$ cat src/rtl/disp_irq_pkg.sv
// Shared constants and types for the display interrupt status controller.
// Assumes a 32-bit register word; offsets are byte addresses.
package disp_irq_pkg;
    localparam int DATA_W        = 32;
    localparam int ADDR_W        = 8;
    localparam int NUM_CH        = 2;
    localparam int LINE_W        = 12;

    localparam logic [ADDR_W-1:0] ADDR_CTL  = 8'h00;
    localparam logic [ADDR_W-1:0] ADDR_INT  = 8'h04;
    localparam logic [ADDR_W-1:0] ADDR_LINE = 8'h08;

    localparam int CTL_ENABLE_BIT = 31;
    localparam int CTL_GAMMA_BIT  = 30;
    localparam int CTL_MAP_BIT    = 0;

    // Enables count down from EN_TOP_BIT, flags from FLAG_TOP_BIT,
    // one bit per source (channel 0, channel 1, then line match).
    localparam int EN_TOP_BIT   = 31;
    localparam int FLAG_TOP_BIT = 15;

    typedef struct packed {
        logic enable;
        logic gamma;
        logic map_sel;
    } ctl_bits_t;
endpackage

$ cat src/rtl/disp_ctl_reg.sv
// Global control register: holds the timing enable, gamma enable and
// output map select bits. Assumes wr_sel is already decoded by address.
module disp_ctl_reg
    import disp_irq_pkg::*;
#(
    parameter int DW = DATA_W
) (
    input  logic          clk,
    input  logic          rst_n,
    input  logic          wr_sel,
    input  logic [DW-1:0] wdata,
    output ctl_bits_t     ctl
);
    ctl_bits_t ctl_q;
    logic      unused_wdata;

    assign unused_wdata = ^wdata;

    // Capture the three control bits on a write; clear on reset.
    always_ff @(posedge clk) begin
        if (!rst_n) begin
            ctl_q <= '0;
        end else if (wr_sel) begin
            ctl_q.enable  <= wdata[CTL_ENABLE_BIT];
            ctl_q.gamma   <= wdata[CTL_GAMMA_BIT];
            ctl_q.map_sel <= wdata[CTL_MAP_BIT];
        end
    end

    assign ctl = ctl_q;


    ctl_write_lands_chk: assert property (@(posedge clk) disable iff (!rst_n)
        wr_sel |=> (ctl.enable == $past(wdata[CTL_ENABLE_BIT]) &&
                    ctl.map_sel == $past(wdata[CTL_MAP_BIT])));
endmodule

$ cat src/rtl/disp_line_match.sv
// Line-number register and compare: raises a one-cycle hit in the first
// cycle the incoming line count equals the programmed line number.
// Assumes line_count changes at most once per cycle.
module disp_line_match
    import disp_irq_pkg::*;
#(
    parameter int DW = DATA_W,
    parameter int LW = LINE_W
) (
    input  logic          clk,
    input  logic          rst_n,
    input  logic          wr_sel,
    input  logic [DW-1:0] wdata,
    input  logic [LW-1:0] line_count,
    output logic [LW-1:0] line_num,
    output logic          hit
);
    logic [LW-1:0] num_q;
    logic          same_now;
    logic          same_q;
    logic          unused_wdata;

    assign unused_wdata = ^wdata;

    // Hold the programmed line number.
    always_ff @(posedge clk) begin
        if (!rst_n) begin
            num_q <= '0;
        end else if (wr_sel) begin
            num_q <= wdata[LW-1:0];
        end
    end

    assign same_now = (line_count == num_q);

    // Remember whether the previous cycle already matched.
    always_ff @(posedge clk) begin
        if (!rst_n) begin
            same_q <= 1'b0;
        end else begin
            same_q <= same_now;
        end
    end

    assign hit      = same_now && !same_q;
    assign line_num = num_q;


    line_hit_single_chk: assert property (@(posedge clk) disable iff (!rst_n)
        hit |=> !hit);
endmodule

$ cat src/rtl/disp_irq_status.sv
// Interrupt word: per-source enables, sticky flags cleared by writing 0,
// and a registered OR of the enabled flags. Set events win over clears.
// Assumes set_evt pulses are synchronous to clk.
module disp_irq_status
    import disp_irq_pkg::*;
#(
    parameter int DW      = DATA_W,
    parameter int NUM_SRC = NUM_CH + 1
) (
    input  logic               clk,
    input  logic               rst_n,
    input  logic               wr_sel,
    input  logic [DW-1:0]      wdata,
    input  logic [NUM_SRC-1:0] set_evt,
    output logic [NUM_SRC-1:0] en,
    output logic [NUM_SRC-1:0] flag,
    output logic [DW-1:0]      word,
    output logic               irq
);
    logic [NUM_SRC-1:0] en_q;
    logic [NUM_SRC-1:0] flag_q;
    logic               irq_q;
    logic               unused_wdata;

    assign unused_wdata = ^wdata;

    for (genvar i = 0; i < NUM_SRC; i++) begin : g_src
        localparam int EB = EN_TOP_BIT - i;
        localparam int FB = FLAG_TOP_BIT - i;

        // Enable bit loads directly from its write-data position.
        always_ff @(posedge clk) begin
            if (!rst_n) begin
                en_q[i] <= 1'b0;
            end else if (wr_sel) begin
                en_q[i] <= wdata[EB];
            end
        end

        // Flag: write 0 clears, write 1 keeps, a set event always wins.
        always_ff @(posedge clk) begin
            if (!rst_n) begin
                flag_q[i] <= 1'b0;
            end else begin
                flag_q[i] <= (wr_sel ? (flag_q[i] & wdata[FB]) : flag_q[i])
                             | set_evt[i];
            end
        end


        flag_set_chk: assert property (@(posedge clk) disable iff (!rst_n)
            set_evt[i] |=> flag[i]);


        flag_clear_chk: assert property (@(posedge clk) disable iff (!rst_n)
            (wr_sel && !wdata[FB] && !set_evt[i]) |=> !flag[i]);
    end

    // Register the masked OR to form the interrupt line.
    always_ff @(posedge clk) begin
        if (!rst_n) begin
            irq_q <= 1'b0;
        end else begin
            irq_q <= |(flag_q & en_q);
        end
    end

    // Assemble the readable view of enables and flags.
    always_comb begin
        word = '0;
        for (int k = 0; k < NUM_SRC; k++) begin
            word[EN_TOP_BIT - k]   = en_q[k];
            word[FLAG_TOP_BIT - k] = flag_q[k];
        end
    end

    assign en   = en_q;
    assign flag = flag_q;
    assign irq  = irq_q;
endmodule

$ cat src/rtl/disp_irq_ctrl.sv
// Top of the display interrupt status controller: address decode, read
// mux and wiring of control, line-match and interrupt-word submodules.
// Assumes one access per cycle; reads are combinational.
module disp_irq_ctrl
    import disp_irq_pkg::*;
(
    input  logic                clk,
    input  logic                rst_n,
    input  logic [ADDR_W-1:0]   bus_addr,
    input  logic                bus_wr_en,
    input  logic [DATA_W-1:0]   bus_wdata,
    output logic [DATA_W-1:0]   bus_rdata,
    input  logic [NUM_CH-1:0]   vblank_start,
    input  logic [LINE_W-1:0]   line_count,
    output logic                irq,
    output logic                tc_enable,
    output logic                tc_gamma_en,
    output logic                tc_map_sel
);
    localparam int NUM_SRC = NUM_CH + 1;

    ctl_bits_t           ctl;
    logic                wr_ctl, wr_int, wr_line;
    logic [LINE_W-1:0]   line_num;
    logic                line_hit;
    logic [NUM_SRC-1:0]  set_evt;
    logic [NUM_SRC-1:0]  int_en;
    logic [NUM_SRC-1:0]  int_flag;
    logic [DATA_W-1:0]   int_word;

    assign wr_ctl  = bus_wr_en && (bus_addr == ADDR_CTL);
    assign wr_int  = bus_wr_en && (bus_addr == ADDR_INT);
    assign wr_line = bus_wr_en && (bus_addr == ADDR_LINE);

    disp_ctl_reg #(.DW(DATA_W)) i_ctl (
        .clk    (clk),
        .rst_n  (rst_n),
        .wr_sel (wr_ctl),
        .wdata  (bus_wdata),
        .ctl    (ctl)
    );

    disp_line_match #(.DW(DATA_W), .LW(LINE_W)) i_line (
        .clk        (clk),
        .rst_n      (rst_n),
        .wr_sel     (wr_line),
        .wdata      (bus_wdata),
        .line_count (line_count),
        .line_num   (line_num),
        .hit        (line_hit)
    );

    assign set_evt = {line_hit, vblank_start};

    disp_irq_status #(.DW(DATA_W), .NUM_SRC(NUM_SRC)) i_status (
        .clk     (clk),
        .rst_n   (rst_n),
        .wr_sel  (wr_int),
        .wdata   (bus_wdata),
        .set_evt (set_evt),
        .en      (int_en),
        .flag    (int_flag),
        .word    (int_word),
        .irq     (irq)
    );

    // Select the addressed word; anything unmapped reads zero.
    always_comb begin
        bus_rdata = '0;
        case (bus_addr)
            ADDR_CTL: begin
                bus_rdata[CTL_ENABLE_BIT] = ctl.enable;
                bus_rdata[CTL_GAMMA_BIT]  = ctl.gamma;
                bus_rdata[CTL_MAP_BIT]    = ctl.map_sel;
            end
            ADDR_INT:  bus_rdata = int_word;
            ADDR_LINE: bus_rdata[LINE_W-1:0] = line_num;
            default:   bus_rdata = '0;
        endcase
    end

    assign tc_enable   = ctl.enable;
    assign tc_gamma_en = ctl.gamma;
    assign tc_map_sel  = ctl.map_sel;


    zero_write_quiet_chk: assert property (@(posedge clk) disable iff (!rst_n)
        (wr_int && bus_wdata == '0 && set_evt == '0)
            |=> (int_en == '0 && int_flag == '0));


    irq_needs_enable_chk: assert property (@(posedge clk) disable iff (!rst_n)
        (int_en == '0) |=> !irq);
endmodule

$ cat config.mk
export PLATFORM = sky130hd
export DESIGN_NAME = disp_irq_ctrl
export DESIGN_NICKNAME = d
export VERILOG_FILES = /design/src/rtl/disp_irq_pkg.sv /design/src/rtl/disp_ctl_reg.sv /design/src/rtl/disp_line_match.sv /design/src/rtl/disp_irq_status.sv /design/src/rtl/disp_irq_ctrl.sv
export SDC_FILE = /design/constraint.sdc
export NUM_CORES = 1
export LEC_CHECK = 0
export ABC_AREA = 0
export BUFFER_PORTS_ARGS = -buffer_cell sky130_fd_sc_hd__buf_2
export CAP_MARGIN = 10
export CORE_MARGIN = 4
export CORE_UTILIZATION = 26
export CTS_BUF_LIST = sky130_fd_sc_hd__clkbuf_4 sky130_fd_sc_hd__clkbuf_8 sky130_fd_sc_hd__clkbuf_16
export DETAILED_ROUTE_END_ITERATION = 12
export PLACE_DENSITY = 0.65
export SETUP_SLACK_MARGIN = 0.15
export SYNTH_ARGS = -nofsm -noshare
export SYNTH_HDL_FRONTEND = slang
export SYNTH_SLANG_ARGS = --single-unit
export TNS_END_PERCENT = 1
$ cat constraint.sdc
create_clock -name clk -period 3.6 [get_ports clk]
set_input_delay 0.72 -clock clk [delete_from_list [all_inputs] [get_ports clk]]
set_output_delay 0.72 -clock clk [all_outputs]
set_load 0.005 [all_outputs]
Word level (Yosys, flattened, before mapping)

Index checks and enable logic that the tools add are counted.

Bits in registers: 23
Bits in latches: 0
Memory bits (writable): 0
ROM bits: 0
Input port bits: 57
Output and inout port bits: 36
Word-level logic and storage cells: 36
Memories kept: 0

$add $sub $neg: 0
$mul: 0
Div/mod/pow operators: 0
Order comparisons: 0
Eq/ne operators: 3
Shift operators: 0
Muxes and demuxes: 7
Bitwise logic cells: 7
Reduce and logical (&&, ||, !) cells: 7

Operator list:

| operator                                             | number |
|---|---|
| 2-to-1 mux 18 bit                                    | 1 |
| equality test 12 bit                                 | 1 |
| 2-to-1 mux 11 bit                                    | 1 |
| equality test 8 x 3 -> 1 bit (second input constant) | 1 |
| equality test 8 x 4 -> 1 bit (second input constant) | 1 |
| zero test 8 bit                                      | 1 |
| logical AND 1 bit                                    | 4 |
| case mux 2 bit (2 select lines)                      | 1 |
| AND 1 bit                                            | 3 |
| AND 3 bit                                            | 1 |
| 2-to-1 mux 1 bit                                     | 3 |
| OR 1 bit                                             | 3 |
| OR reduction 3 bit                                   | 1 |
| case mux 1 bit (2 select lines)                      | 1 |
| zero test 1 bit                                      | 1 |

Longest topological paths before layout

Gate-level depths: netlist of the first run.

Depth in word-level cells: 4
Depth in mapped cells: 7

Cells and area by module

A second synthesis of the first run with hierarchy kept.

Cells, all modules: 188
Area, all modules: 1626.6 sq um

By module, submodules not included:

| module          | instances | cells an instance | area an instance (sq um) | sequential area each (sq um) |
|---|---|---|---|---|
| disp_line_match | 1         | 57                | 576.8                    | 260.2 |
| disp_irq_status | 1         | 58                | 509.2                    | 140.1 |
| disp_irq_ctrl   | 1         | 64                | 431.7                    | 0.0 |
| disp_ctl_reg    | 1         | 9                 | 108.9                    | 60.1 |

Worst setup path before layout of the first run

Ideal clock, no wire load.

Kind: in2out
From: input port bus_addr[2]
To: output port bus_rdata[10]
Data arrival time: 1.712 ns
Required time: 2.880 ns
Setup slack: 1.168 ns
Stages on the path: 6
Path buffers: 3
Cells stage by stage: buf_4 > nor3_1 > and3_1 > buf_6 > clkbuf_2 > and2_1

Cells in the longest elaborated chain, start to end: 2

Ends and longest elaborated chain:

| item                         | line                | source |
|---|---|---|
| start: declaration           | disp_irq_ctrl.sv:9  | `input logic [ADDR_W-1:0] bus_addr,` |
| equality test 8 x 4 -> 1 bit | disp_irq_ctrl.sv:70 | `case (bus_addr)` |
| 2-to-1 mux 11 bit            | disp_irq_ctrl.sv:70 |  |
| end: declaration             | disp_irq_ctrl.sv:12 | `output logic [DATA_W-1:0] bus_rdata,` |

No other way between the ends.

Final worst setup path of the first run

From: input port bus_addr[1]
To: output port bus_rdata[11]

The elaborated chain is that of the path after synthesis.

==> flow_summary.yaml, run 1 <==
run_status:
  status: "complete, no violations"
floorplanning:
  initial_core_util: 0.276
  core_mm2: 0.00485
  die_height_um: 79.7
  die_w_um: 79.7
  dieArea_mm2: 0.00636
  rows: 25
  ioPinCount: 93
route:
  drt_iter0_markers: 24
  vias_per_cell: 4.33
  top_layer: "met4"
  route.met2.wl_um: 1620
  wl_met1_um: 1520
  dr.pass1.iters: 4
  wl_met3_um: 227
  wire_per_inst_um: 12.0
  antenna_left: 0
  wl_um: 3380
  drc: 0
  vias: 1224
timing:
  finalSetupViolations: 0
  max-slew-margin-rel: 0.601
  rsz0062_at_grt: "false"
  max_clock_freq_ghz: 0.345
  worst_pin_slew_ns: 0.599
  timing.final.hold_violations: 0
  period_needed_ns: 2.90
  clock_skew_ns: 0.00132
  fin_tns_setup_ns: 0
  maxSlewViolCount: 0
  whs_ns: 0.478
  post-route-period-util: 0.806
clock_network:
  path_clk_slew_ns: 0.08
  cts_tree: "yes"
  cts.htree.levels: 1
  numCtsBuffers: 3
  clock-sinks: 23
  postCtsSetupRepairBufs: 0
  cts-root-buf: "clkbuf_8"
  hold_buffers: 0
  ctsResizeCount: 0
  insertion_delay_ns: 0.26
  clock_path_buffers: 2
synthesis:
  synth-warning-count: 0
  ys_seq_area_frac: 0.344
  synth_compound_area_frac: 0.115
  synth_seq_cells: 23
  synth_area_mm2: 0.00134
  synthAdderAreaFrac: 0
  avgSynthCellArea_um2: 8.47
  yosys.cell_types.count: 28
  synth_top_family_by_area: "simple AND/OR/NAND/NOR gates"
  synth-simple-area-share: 0.278
  synth.area.mux_share: 0.0449
  synth_cells: 158
  synth_xor_area_frac: 0.0786
critical_path:
  rrSetupSlack_ns: 2.23
  path_cells: "buf_2 -> nor4_4 -> and3_1 -> and2_2 -> buf_2"
  endpoint_kind: "output port"
  crit_family: "simple AND/OR/NAND/NOR gates"
  critPathBufInv: 2
  crit_type: "input port to output port"
  critPathLaunchType: "input port"
  cp_slowest_cell: "and3_1"
  worst-endpoint-required_ns: 2.88
  path_max_fanout: 20
  slowest_delay_ns: 0.61
  crit_arrival_ns: 2.18
  path_common_cell: "buf_2"
power_and_ir_drop:
  peakVddDrop_mv: 0.148
  power_mw: 0.474
  powerDensity_mw_per_mm2: 284
  p_leak_nw: 0.758
cells_and_area:
  diodes: 0
  final_cells: 283
  fillers: 539
  drive_above_1_share: 0.333
  area_growth_pct: 24.5
  nNetsFinal: 274
global_routing:
  antenna_found_initial: 0
  grt_usage: 0.0987
  grt_overflow: 0
  grt_pass1_vias: 1155
  grt_max_degree: 27
  grt_pass1_wl_um: 5020
hold_path:
  min-delay-path-class: "register to register"
placement:
  globalplace.congestion: 0.747
  dpl.hpwl_um: 2700
  portBuffers: 64
  placed_cells: 279
flow_run:
  cap_viol_max_count: 0
synth_stat cells, drive strengths merged:
| cell | count | share of area |
|---|---|---|
| dfxtp | 23 | 0.34 |
| nand2 | 21 | 0.059 |
| buf | 18 | 0.12 |
| nand3 | 17 | 0.064 |
| a21boi | 12 | 0.067 |
| and2 | 12 | 0.058 |
| xnor2 | 12 | 0.079 |
| clkbuf | 6 | 0.018 |
| mux2i | 6 | 0.045 |
| and3 | 5 | 0.023 |
| nand4 | 4 | 0.019 |
| nor2 | 4 | 0.011 |
| o21a | 4 | 0.022 |
| o21ai | 3 | 0.011 |
| nor2b | 2 | 0.0094 |
| nor3 | 2 | 0.0075 |
| nor4 | 2 | 0.021 |
| a222oi | 1 | 0.0075 |
| conb | 1 | 0.0028 |
| inv | 1 | 0.0028 |
| nand4b | 1 | 0.0065 |
| o2bb2ai | 1 | 0.0065 |
area by class of cell:
cell class              instances  area, µm²  share of cell area
clock buffers                   3       41.3              0.0248
flip-flops and latches         23        460               0.276
well taps                      67       83.8              0.0503
multi-input cells             123        743               0.446
repair buffers                 65        328               0.197
inverters                       1       3.75             0.00225
clock inverters                 1       5.00             0.00301
stage by stage:
stage,utilization,worst slack [ns],instance area (µm²)
final,0.343,0.699,1670
after global routing,0.343,0.550,1670
after CTS,0.343,0.653,1670
after detailed placement,0.334,0.653,1620
after global placement,0.334,0.638,1620
after floorplan,-,1.17,1390
power breakdown:
group	switching [mW]	internal [mW]	total [mW]	leakage, nW
Combinational	0.0275	0.0276	0.0551	0.547
Clock	0.0842	0.0772	0.161	0.0255
Sequential	0.00136	0.256	0.257	0.186
sequential cells by signal, summed over array words and instances, names as in the netlist:
name and count:
i_line.line_num 12, i_ctl.ctl 3, i_status.en 3, i_status.flag 3, i_line.same_q 1, i_status.irq 1
worst register-to-register path: stages (launching register included):
cell	delay, ns
dfxtp_1	0.34
xnor2_1	0.22
nand4_1	0.14
nor4_1	0.44
o2bb2ai_1	0.17
worst paths after layout:
check                       from                   to  cells after the start
max reg2reg   i_line.line_num[3]     i_status.flag[2]                      4
min reg2reg  i_line.line_num[10]  i_line.line_num[10]                      2
min          i_line.line_num[10]  i_line.line_num[10]                      2
max                  bus_addr[1]        bus_rdata[11]                      5
placed cells by master (no fill, tap or decap):
master     synthesis  final
o21a_1             4      4
a21boi_0           3      3
nand2_1           21     21
nor2b_1            2      2
dfxtp_1           23     23
clkbuf_8           0      3
nor4_4             1      1
nand4b_1           1      1
and3_1             5      5
clkinv_2           0      1
xnor2_1           12     12
buf_2              0     64
a222oi_1           1      1
nand4_1            4      4
nor4_1             1      1
and2_1            10     10
o2bb2ai_1          1      1
and2_2             2      2
nor2_1             4      4
conb_1             1     14
buf_4             15      1
mux2i_1            6      6
a21boi_1           9      9
o21ai_0            3      3
inv_1              1      1
nor3_1             2      2
nand3_1           17     17
metal layers:
metal | vias to the layer above | global-route usage
met4 | 0 | 0.0103
met2 | 40 | 0.172
met5 | - | 0
met1 | 562 | 0.126
met3 | 2 | 0.0260
li1 | 620 | -
cell families (layout without fill, tap and decap cells):
group | after synthesis | after routing
AND/OR/NAND/NOR | 70 | 70
buffers and inverters | 25 | 70
flip-flops | 23 | 23
AO/OA/AOI/OAI | 21 | 21
XOR/XNOR | 12 | 12
multiplexers | 6 | 6
other | 1 | 14
Note: power is estimated with default switching activity, not from simulation.
==> run 2: changes to the inputs <==
==> constraint.sdc (replaced) <==
create_clock -name clk -period 2.9 [get_ports clk]
set_input_delay 0.58 -clock clk [delete_from_list [all_inputs] [get_ports clk]]
set_output_delay 0.58 -clock clk [all_outputs]
set_load 0.005 [all_outputs]
==> run 2 against run 1 <==
Net effect:
- die area unchanged
- first-iteration DRC count up 42%
- worst hold slack worse by 0.0053 ns
==> flow_summary.yaml, run 2 (synthesis gave the netlist of run 1 again) <==
clock_network:
  insertion_delay_ns: 0.26
  clock_path_buffers: 2
  clock-sinks: 23
  cts.htree.levels: 1
  postCtsSetupRepairBufs: 0
  path_clk_slew_ns: 0.09
  cts_tree: "yes"
  cts-root-buf: "clkbuf_8"
  hold_buffers: 0
  numCtsBuffers: 3
  ctsResizeCount: 0
timing:
  whs_ns: 0.473
  post-route-period-util: 0.813
  clock_skew_ns: 0.00740
  max-slew-margin-rel: 0.606
  timing.final.hold_violations: 0
  fin_tns_setup_ns: 0
  maxSlewViolCount: 0
  worst_pin_slew_ns: 0.589
  max_clock_freq_ghz: 0.424
  rsz0062_at_grt: "false"
  finalSetupViolations: 0
  period_needed_ns: 2.36
placement:
  dpl.hpwl_um: 2620
  portBuffers: 64
  placed_cells: 281
  dpl-instance-area_mm2: 0.00163
  globalplace.congestion: 0.765
global_routing:
  grt_pass1_wl_um: 5230
  antenna_found_initial: 0
  grt_usage: 0.103
  grt_pass1_vias: 1105
  grt_overflow: 0
  grt_max_degree: 27
critical_path:
  endpoint_kind: "output port"
  crit_arrival_ns: 1.78
  critPathLaunchType: "input port"
  crit_family: "buffers and inverters"
  cp_slowest_cell: "nor4_4"
  crit_type: "input port to output port"
  critPathBufInv: 4
  slowest_delay_ns: 0.25
  path_cells: "buf_2 -> nor4_4 -> buf_4 -> and3_1 -> buf_4 -> and2_2 -> buf_2"
  worst-endpoint-required_ns: 2.32
  path_max_fanout: 23
power_and_ir_drop:
  p_leak_nw: 0.768
  peakVddDrop_mv: 0.176
  powerDensity_mw_per_mm2: 352
route:
  drc: 0
  dr.pass1.iters: 4
  drt_iter0_markers: 34
  antenna_left: 0
  wl_um: 3390
  vias: 1221
  vias_per_cell: 4.28
  wire_per_inst_um: 11.9
floorplanning:
  core_mm2: 0.00485
  die_w_um: 79.7
  initial_core_util: 0.276
  dieArea_mm2: 0.00636
  rows: 25
  die_height_um: 79.7
  ioPinCount: 93
hold_path:
  min-delay-path-class: "register to register"
run_status:
  status: "complete, no violations"
cells_and_area:
  diodes: 0
  final_area_mm2: 0.00168
  nNetsFinal: 276
  layout_commonest_cell: "buf_2"
  final_cell_mix: "64 x buf_2, 23 x dfxtp_1, 21 x nand2_1"
  largest_register_ffs: 12
  drive_above_1_share: 0.339
  area_growth_pct: 25.6
  final_cells: 285
flow_run:
  cap_viol_max_count: 0
[run 2: report_power, final]
part           internal (mW)  switching, mW  total (mW)
sequential             0.318        0.00165       0.319
combinational         0.0355         0.0344      0.0699
clock                 0.0958          0.106       0.202
[run 2: final timing paths]
kind / slack [ns] / startpoint / endpoint / cells after the start
setup / recovery: 0.54 / bus_addr[1] / bus_rdata[11] / 7
hold / removal: 0.47 / i_line.same_q / i_status.flag[2] / 2
setup reg to reg: 1.49 / i_line.line_num[3] / i_status.flag[2] / 4
hold reg to reg: 0.47 / i_line.same_q / i_status.flag[2] / 2
[run 2: worst min-delay path, cell delays in order (launching register included)]
cell       delay, ns
dfxtp_1         0.31
inv_1           0.04
o2bb2ai_1       0.09
[run 2: through the flow]
step	utilization	worst slack (ns)	power, mW
6_report	0.347	0.543	0.591
5_1_grt	0.347	0.439	0.620
4_1_cts	0.347	0.532	0.604
3_5_place_dp	0.337	0.530	0.397
3_3_place_gp	0.337	0.549	0.397
2_1_floorplan	-	0.748	0.374
[run 2: cell type report]
cell class                      instances  area [µm²]
Inverter                                1        3.75
Clock buffer                            3        41.3
Sequential cell                        23         460
Multi-Input combinational cell        123         743
Tap cell                               67        83.8
Clock inverter                          1        5.00
Fill cell                             527        3170
Timing Repair Buffer                   67         343
[run 2: layer usage]
layer  vias up  wire (µm)  GRT usage
li1        623          -          -
met1       550       1520      0.143
met2        46       1560      0.164
met3         2        293     0.0293
met4         0         11     0.0103
met5         -          0          0
